==> src/rtl/isu_pkg.sv <==
package isu_pkg;

    localparam int STAT_W = 8;

    // status bit positions (software decodes these)
    localparam int B_RX      = 0;
    localparam int B_TXDONE  = 1;
    localparam int B_TXEMPTY = 2;
    localparam int B_ALLOC   = 3;
    localparam int B_OVRN    = 4;

    localparam logic [STAT_W-1:0] ACK_CLEARABLE = 8'hD6;
    localparam logic [STAT_W-1:0] STAT_RESET    = 8'h04;
    localparam logic [STAT_W-1:0] MASK_RESET    = 8'h00;

    typedef enum logic {
        SEL_ACK  = 1'b0,
        SEL_MASK = 1'b1
    } reg_sel_e;

    // per-bit update controls for the status bank
    typedef struct packed {
        logic [STAT_W-1:0] clr;
        logic [STAT_W-1:0] load_en;
        logic [STAT_W-1:0] load_val;
        logic [STAT_W-1:0] set;
        logic [STAT_W-1:0] force_on;
    } bit_ctl_t;

    // clear or load first, then latch events, then apply level forcing
    function automatic logic next_bit(input logic cur, input logic clr,
                                      input logic load_en, input logic load_val,
                                      input logic set, input logic force_on);
        logic base;
        base = load_en ? load_val : (cur & ~clr);
        return base | set | force_on;
    endfunction

endpackage

==> src/rtl/isu_status_bank.sv <==
module isu_status_bank
    import isu_pkg::*;
(
    input  logic              clk,
    input  logic              rst,
    input  bit_ctl_t          ctl,
    output logic [STAT_W-1:0] stat_d,
    output logic [STAT_W-1:0] stat_q
);

    for (genvar i = 0; i < STAT_W; i++) begin : g_bit
        assign stat_d[i] = next_bit(stat_q[i], ctl.clr[i], ctl.load_en[i],
                                    ctl.load_val[i], ctl.set[i], ctl.force_on[i]);

        always_ff @(posedge clk) begin
            if (rst) stat_q[i] <= STAT_RESET[i];
            else     stat_q[i] <= stat_d[i];
        end
    end

endmodule

==> src/rtl/isu_mask_reg.sv <==
module isu_mask_reg
    import isu_pkg::*;
(
    input  logic              clk,
    input  logic              rst,
    input  logic              wr,
    input  logic [STAT_W-1:0] wdata,
    output logic [STAT_W-1:0] mask_d,
    output logic [STAT_W-1:0] mask_q
);

    assign mask_d = wr ? wdata : mask_q;

    always_ff @(posedge clk) begin
        if (rst) mask_q <= MASK_RESET;
        else     mask_q <= mask_d;
    end

endmodule

==> src/rtl/isu_irq_gen.sv <==
module isu_irq_gen
    import isu_pkg::*;
(
    input  logic              clk,
    input  logic              rst,
    input  logic [STAT_W-1:0] stat_d,
    input  logic [STAT_W-1:0] mask_d,
    output logic              irq_q
);

    // registered from next-state so the line lines up with the bytes
    always_ff @(posedge clk) begin
        if (rst) irq_q <= 1'b0;
        else     irq_q <= |(stat_d & mask_d);
    end

endmodule

==> src/rtl/intr_status_unit.sv <==
module intr_status_unit
    import isu_pkg::*;
(
    input  logic       clk,
    input  logic       rst,
    input  logic       tx_fifo_empty,
    input  logic       done_fifo_nonempty,
    input  logic       rx_fifo_nonempty,
    input  logic       alloc_req,
    input  logic       alloc_done,
    input  logic       rx_event,
    input  logic       rx_pop,
    input  logic       overrun,
    input  logic       reg_wr,
    input  logic       reg_sel,
    input  logic [7:0] reg_wdata,
    output logic [7:0] int_status,
    output logic [7:0] int_mask,
    output logic       irq,
    output logic       done_pop
);

    logic              ack_wr;
    logic              mask_wr;
    bit_ctl_t          ctl;
    logic [STAT_W-1:0] stat_d;
    logic [STAT_W-1:0] mask_d;

    assign ack_wr  = reg_wr && (reg_sel_e'(reg_sel) == SEL_ACK);
    assign mask_wr = reg_wr && (reg_sel_e'(reg_sel) == SEL_MASK);

    // acknowledging transmit-done also pops the completion queue
    assign done_pop = ack_wr && reg_wdata[B_TXDONE];

    always_comb begin
        ctl          = '0;
        ctl.clr      = ack_wr ? (reg_wdata & ACK_CLEARABLE) : '0;
        ctl.clr[B_ALLOC]       = alloc_req;
        ctl.load_en[B_RX]      = rx_pop;
        ctl.load_val[B_RX]     = rx_fifo_nonempty;
        ctl.set[B_RX]          = rx_event;
        ctl.set[B_ALLOC]       = alloc_done;
        ctl.set[B_OVRN]        = overrun;
        ctl.force_on[B_TXEMPTY] = tx_fifo_empty;
        ctl.force_on[B_TXDONE]  = done_fifo_nonempty;
    end

    isu_status_bank u_status (
        .clk    (clk),
        .rst    (rst),
        .ctl    (ctl),
        .stat_d (stat_d),
        .stat_q (int_status)
    );

    isu_mask_reg u_mask (
        .clk    (clk),
        .rst    (rst),
        .wr     (mask_wr),
        .wdata  (reg_wdata),
        .mask_d (mask_d),
        .mask_q (int_mask)
    );

    isu_irq_gen u_irq (
        .clk    (clk),
        .rst    (rst),
        .stat_d (stat_d),
        .mask_d (mask_d),
        .irq_q  (irq)
    );

    // ---------------- assertions ----------------
    logic rst_d;
    always_ff @(posedge clk) rst_d <= rst;

    always @(posedge clk) begin
        if (rst_d === 1'b1 && !rst) begin
            a_r1_reset_value: assert (int_mask == 8'h00 && int_status[7:3] == 5'b0
                                      && int_status[B_TXEMPTY])
                else $error("R1 reset value");
        end
    end

    a_r2_txempty_forced: assert property (@(posedge clk) disable iff (rst)
        tx_fifo_empty |=> int_status[B_TXEMPTY]);

    a_r3_txdone_forced: assert property (@(posedge clk) disable iff (rst)
        done_fifo_nonempty |=> int_status[B_TXDONE]);

    a_r4_rx_not_acked: assert property (@(posedge clk) disable iff (rst)
        (reg_wr && !rx_pop && int_status[B_RX]) |=> int_status[B_RX]);

    a_r4_alloc_not_acked: assert property (@(posedge clk) disable iff (rst)
        (reg_wr && !alloc_req && int_status[B_ALLOC]) |=> int_status[B_ALLOC]);

    a_r6_alloc_set_wins: assert property (@(posedge clk) disable iff (rst)
        alloc_done |=> int_status[B_ALLOC]);

    a_r3_txdone_fall_needs_ack: assert property (@(posedge clk) disable iff (rst)
        $fell(int_status[B_TXDONE]) |-> $past(done_pop));

    a_r10_irq_level: assert property (@(posedge clk) disable iff (rst)
        irq == |(int_status & int_mask));

    a_r11_upper_zero: assert property (@(posedge clk) disable iff (rst)
        int_status[7:5] == 3'b000);

endmodule

==> config.mk <==
export PLATFORM = sky130hd
export DESIGN_NAME = intr_status_unit
export DESIGN_NICKNAME = d
export VERILOG_FILES = /design/src/rtl/isu_pkg.sv /design/src/rtl/isu_status_bank.sv /design/src/rtl/isu_mask_reg.sv /design/src/rtl/isu_irq_gen.sv /design/src/rtl/intr_status_unit.sv
export SDC_FILE = /design/constraint.sdc
export NUM_CORES = 1
export LEC_CHECK = 0
export ABC_AREA = 0
export BUFFER_PORTS_ARGS = -buffer_cell sky130_fd_sc_hd__buf_2
export CAP_MARGIN = 5
export CORE_AREA = 2 2 49 51
export DETAILED_ROUTE_END_ITERATION = 8
export DIE_AREA = 0 0 51 53
export PLACE_DENSITY_LB_ADDON = 0.12
export SLEW_MARGIN = 20
export SYNTH_ARGS = -nofsm -noshare
export SYNTH_HDL_FRONTEND = slang
export SYNTH_SLANG_ARGS = --single-unit
==> constraint.sdc <==
create_clock -name clk -period 1.35 [get_ports clk]
set_input_delay 0.135 -clock clk [delete_from_list [all_inputs] [get_ports clk]]
set_output_delay 0.135 -clock clk [all_outputs]
set_load 0.02 [all_outputs]
==> results of run 1 <==
synth_stat cells (all sizes together), types with 3 or more instances:
cell	instances
nand2	17
a21oi	12
o21ai	3
buf	4
dfxtp	16
nor2	7
nor2b	4
flip-flops by register name, summed over array words and instances (netlist names):
| register | flops |
|---|---|
| u_status.stat_q | 7 |
| u_irq.irq_q | 1 |
| u_mask.mask_q | 8 |
worst paths after layout:
path / cells after the start / to / slack, ns
max: 4 / u_irq.irq_q / 0.24
min reg2reg: 2 / u_mask.mask_q[5] / 0.47
max reg2reg: 4 / u_irq.irq_q / 0.24
min: 2 / u_status.stat_q[6] / 0.05
layer usage:
metal / wire (um) / vias up / GRT usage (%)
met1: 799 / 341 / 17.0
met2: 785 / 24 / 22.5
met5: 0 / - / 0
met4: 14 / 0 / 8.11
met3: 135 / 2 / 3.67
li1: - / 372 / -
cell families (layout without fill, tap and decap cells):
family | count (synthesis) | after routing
compound gates | 27 | 27
flops | 16 | 16
simple gates | 34 | 34
buf+inv | 7 | 44
other cells | 1 | 1
mux | 2 | 2
power by group through the flow:
stage          clock network (mW)  registers, mW  logic [mW]
2_1_floorplan                   0          0.549      0.0896
3_3_place_gp                    0          0.520       0.188
3_5_place_dp                    0          0.519       0.191
4_1_cts                     0.328          0.508       0.191
5_1_grt                     0.349          0.512       0.208
6_report                    0.315          0.508       0.188
placed cells by master (no fill, tap or decap), types with 2 or more instances in the layout:
cell type  count
a21oi_1       12
dfxtp_1       16
o21ai_0        3
nor2_1         7
nor2b_1        4
o22a_1         2
inv_1          2
buf_4          2
clkbuf_4       3
o22ai_1        2
a22o_1         2
mux2i_1        2
nand2_1       17
nor3b_1        2
nand2b_1       2
buf_2         36
area by class of cell:
| cell class | count | area [um^2] | share of cell area (%) |
|---|---|---|---|
| Timing Repair Buffer | 38 | 195 | 20.6 |
| Clock buffer | 4 | 36.3 | 3.82 |
| Sequential cell | 16 | 320 | 33.7 |
| Multi-Input combinational cell | 64 | 355 | 37.4 |
| Tap cell | 28 | 35.0 | 3.69 |
| Inverter | 2 | 7.51 | 0.791 |
==> results.md, run 1 <==
- Die area: 2700 um^2
- Port Buffers: 36
- Clock-pin slew on the worst setup and hold paths: 0.10 ns
- Nets@finish: 145
- Switching pwr: 272 uW
- Largest net degree at the start of global routing: 17
- Net Count, Synth: around 110
- Final slew viol count: 0
- Logic pwr share: 18.6%
- CP top delay family: compound AO/OA/AOI/OAI gates
- Crit Path Max Fanout: 2
- Compound-gate portion of the synthesized area: between 20% and 30%
- First-pass GRT wire length: 2.73 mm
- Setup CP Type: reg -> reg
- Share of layout cells above drive strength 1: 34.7%
- Synthesis-stage register bit count: 16
- Crit share post-route: ~80%
- CP Buf/Inv Count: 0
- Netlist cell types: 25
- Mux cell area share after synthesis: 2.76%
- N_diodes: 0
- Fillers: ~230
- Starting Density: ~34%
- Number of nets with antenna violations after routing: 0
- Total power: just over 1 mW
- # hold bufs at CTS: 0
- Final setup margin: roughly 0.24 ns
- Maximum Capacitance Violations: 0
- # setup viols final: 0
- Worst EP arrival: 1.28 ns
- Leak: 0.442 nW
- Sequential area share after synthesis: roughly 44%
- CP startpoint: u_status.stat_q[0]
- HP Class: in -> reg
- CP max stage cell: dfxtp_1
- Clk buf depth: 2
- Clock latency on the worst-skew pair: ~0.28 ns
- Core ar.: 2150 um^2
- Clk_skew: 0.00693 ns
- HPWL Detailed: 1.32 mm
- Critical path startpoint category: flip-flop
- Setup TNS: 0 ns
- Internal: 739 uW
- Via count: between 700 and 800
- Htree depth: 1
- Post-synth top area share: between 40% and 50%
- Clk sinks: 16
- Pre-antenna DRT Iters: 4
- Post-layout min period: between 1 and 1.5 ns
- Yosys Warn Count: 0
- CTS tree: yes
- Final hold vios: 0
- Total Routed Length: 1.73 mm
- Simple-gate share of the synthesized area: 21.9%
- Asr flop ratio synth: 0%
- Die Span X: 51 um
- Post-Place Cells: roughly 150
- Via density: 4.86
- Crit-path cells: nor2b_1 > a211oi_1 > o22a_1 > a41oi_1
- DR WL/cell: 11.4 um
- Synth Area in Adders: 0%
- Worst hold slack: 0.0538 ns
- Post-synth EDFFs: 0
- Post-synth top flop: dfxtp_1
- Sw Ratio: approximately 27%
- Cell Area, Placed: 913 um^2
- Delay of the slowest cell on the worst path: 0.32 ns
- Synth-to-Final Area Change: 31.1%
- # rows: 17
- Critical hold path startpoint: reg_wdata[6]
- Main combinational cell family by area after synthesis: compound AO/OA/AOI/OAI gates
- Final Cell Area: 950 um^2
- CP Data Required Time: 1.52 ns
- Synth area leader: dfxtp_1
- Max VDD drop: 0.416 mV
- Iteration-0 DRC Markers: 13
- Clock Root Buffer: clkbuf_4
- GRT Total Usage: 14.1%
- Area contributors post-synth: dfxtp_1 (44%), nand2_1 (8.8%), a21oi_1 (8.3%)
- PwrDens: 1070 nW/um^2
- Mapped Avg Cell Area: 8.33 um^2
- Netlist Area Pre-Place: 724 um^2
- Worst r2r src: u_status.stat_q[0]
- Post-CTS resize count: 0
- Post-synthesis cell count: 87
- # DRC: 0
- Initial antenna violation count: 0
- Pre-CTS setup slack: 0.120 ns
- Fmax: 0.898 GHz
- XOR/XNOR share of the synthesized area: 0%
- Clock group share of total power: around 31%
- Final RePlAce weighted congestion: 0.716
- Fin cells: 152
- GRT overflow: 0
- Post-CTS Setup Inserts: 0
- Die Height: 53 um
- Vias in the first global route: ~630
- Status: completed
- RSZ-0062 raised after global routing: no
- Sequential share of power: 50.2%
- IO Pins: 38
- Critical Path End Type: flip-flop
- Utilization after layout: 44.2%
- TritonCTS Buffers: 3
No activity file was read; power rests on OpenSTA's default activity.
==> run 2: changes to the inputs <==
clock period = 1 ns   (was 1.35 ns; I/O delays follow)
==> run 2 against run 1 <==
Net effect:
- the flow now finishes with violations (setup timing)
- combinational power grew 54%
- utilization rose by 3.5 points
- clock power increased by 37%
- clock skew is 0.0049 ns lower
- critical path type unchanged
==> results.md, run 2 (synthesis results as in run 1) <==
- Status: finished, violations left
- Failing checks: setup timing
- Post-layout min period: 1.01 ns (-0.0997 ns)
- Leak: 0.481 nW (+8.8%)
- Delay of the slowest cell on the worst path: 0.32 ns (about the same)
- Number of nets with antenna violations after routing: 0 (unchanged)
- Final setup margin: -0.0137 ns (-0.250 ns)
- Htree depth: 1 (unchanged)
- Total power: 1.41 mW (+39%)
- Sw Ratio: 27.1% (+0.17 points)
- Clock latency on the worst-skew pair: 0.29 ns (about the same)
- Clock group share of total power: 30.7% (-0.4 points)
- Clk sinks: 16 (unchanged)
- DR WL/cell: 11.4 um (-0.34%)
- Max reg flops: 8 (unchanged)
- Utilization after layout: 47.7% (+3.5 points)
- Switching pwr: 381 uW (+40%)
- PwrDens: 1370 nW/um^2 (+29%)
- Largest net degree at the start of global routing: 17 (unchanged)
- Via density: 4.75 (-2.3%)
- Largest regs: u_mask.mask_q: 8 flops, u_status.stat_q: 7 flops, u_irq.irq_q: 1 flops
- GRT Total Usage: 14.4% (+0.33 points)
- Internal: 1.03 mW (+39%)
- GRT overflow: 0 (unchanged)
- Iteration-0 DRC Markers: 3 (-10)
- CP Data Required Time: 1.17 ns (-0.35 ns)
- Nets@finish: 150 (+3.4%)
- Total Routed Length: 1.79 mm (+2.9%)
- Starting Density: 33.7% (unchanged)
- Most frequent cells in the layout: buf_2 (35), nand2_1 (17), dfxtp_1 (14)
- # hold bufs at CTS: 0 (unchanged)
- Clk buf depth: 2 (unchanged)
- Setup TNS: -0.0137 ns (-0.0137 ns)
- Share of layout cells above drive strength 1: 40.3% (+5.6 points)
- Final hold vios: 0 (unchanged)
- Max VDD drop: 0.764 mV (+83%)
- Vias in the first global route: 664 (+5.6%)
- Worst r2r src: u_status.stat_q[0]
- N_diodes: 0 (unchanged)
- Commonest non-fill, non-tap cell in the layout: buf_2
- Sequential share of power: 48.8% (-1.4 points)
- Maximum Capacitance Violations: 0 (unchanged)
- Crit-path cells: nor2b_1 > a211oi_2 > o22a_1 > a41oi_1
- # setup viols final: 1 (+1)
- Worst EP arrival: 1.19 ns (-0.09 ns)
- Post-Place Cells: 153 (+3.4%)
- CP startpoint: u_status.stat_q[0]
- # DRC: 0 (unchanged)
- Die area: 2700 um^2 (unchanged)
- Critical path startpoint category: flip-flop
- Via count: 746 (+0.95%)
- IO Pins: 38 (unchanged)
- Core ar.: 2150 um^2 (unchanged)
- Logic pwr share: 20.6% (+2.0 points)
- Clock Root Buffer: clkbuf_4
- First-pass GRT wire length: 2.85 mm (+4.3%)
- Clk_skew: 0.00203 ns (-0.00490 ns)
- Port Buffers: 36 (unchanged)
- Crit share post-route: 101% (+19 points)
- Top reg by flops: u_mask.mask_q
- Initial antenna violation count: 0 (unchanged)
- Pre-antenna DRT Iters: 4 (unchanged)
- Critical hold path startpoint: reg_wdata[7]
- CP max stage cell: dfxtp_1
- TritonCTS Buffers: 3 (unchanged)
- # rows: 17 (unchanged)
- Setup CP Type: reg -> reg
- Fin cells: 157 (+3.3%)
- HP Class: in -> reg
- Crit Path Max Fanout: 2 (unchanged)
- Die Span X: 51 um (unchanged)
- HPWL Detailed: 1.39 mm (+5.8%)
- Worst Reg-to-Reg Cells: 4 (unchanged)
- CTS tree: yes
- Critical Path End Type: flip-flop
- Fmax: 0.986 GHz (+9.8%)
- Final RePlAce weighted congestion: 0.739 (+3.2%)
- Hold Path Depth: 2 (unchanged)
- Final slew viol count: 0 (unchanged)
- Synth-to-Final Area Change: 41.5%
- RSZ-0062 raised after global routing: yes
- Clock-pin slew on the worst setup and hold paths: 0.09 ns (about the same)
- Die Height: 53 um (unchanged)
==> run 2: changes by cell type in the layout (fill, tap and decap cells not counted), sizes merged <==
cell / previous run / this run
buf: 38 / 43
==> run 2: layout make-up <==
type	instances	area (um^2)
Multi-Input combinational cell	64	368
Tap cell	28	35.0
Timing Repair Buffer	43	255
Inverter	2	7.51
Clock buffer	4	36.3
Fill cell	225	1120
Sequential cell	16	323
==> run 2: routing by layer <==
layer | GRT usage (%) | up-vias | part of all wire [%]
li1 | - | 381 | -
met1 | 17.2 | 336 | 45
met2 | 23.6 | 24 | 47
met3 | 3.39 | 5 | 6.4
met4 | 8.11 | 0 | 2.0
met5 | 0 | - | 0
==> run 2: final timing paths <==
| kind | endpoint | slack, ns |
|---|---|---|
| worst max register to register | u_irq.irq_q | -0.01 |
| worst min register to register | u_mask.mask_q[5] | 0.46 |
| worst min-delay path | u_status.stat_q[7] | 0.02 |
| worst max-delay path | u_irq.irq_q | -0.01 |
==> run 2: power groups by stage <==
stage	logic, mW	clock network [mW]	registers, mW
after floorplan	0.125	0	0.742
after global placement	0.280	0	0.702
after detailed placement	0.284	0	0.702
after CTS	0.289	0.442	0.687
after global routing	0.317	0.478	0.692
final	0.290	0.432	0.687
==> run 2: critical path, delay by kind of cell, from the launching register on <==
kind             cells  cell delay (ns)
flip-flops           1             0.32
AO/OA/AOI/OAI        3             0.45
AND/OR/NAND/NOR      1             0.13
==> run 2: through the flow <==
stage	worst slack (ns)	hold slack [ns]	cell area, um^2
floorplan	-0.0764	0.169	739
global placement	-0.162	0.320	971
detailed placement	-0.150	0.326	971
CTS	-0.0290	0.00664	1020
global route	-0.0571	0.0261	1020
finish	-0.0137	0.0155	1020
==> run 2: what timing repair did <==
action,CTS,global route
gates cloned,0,0
pin swaps,0,1
setup endpoints to repair,3,3
gates resized for setup,3,2
setup buffers,0,0
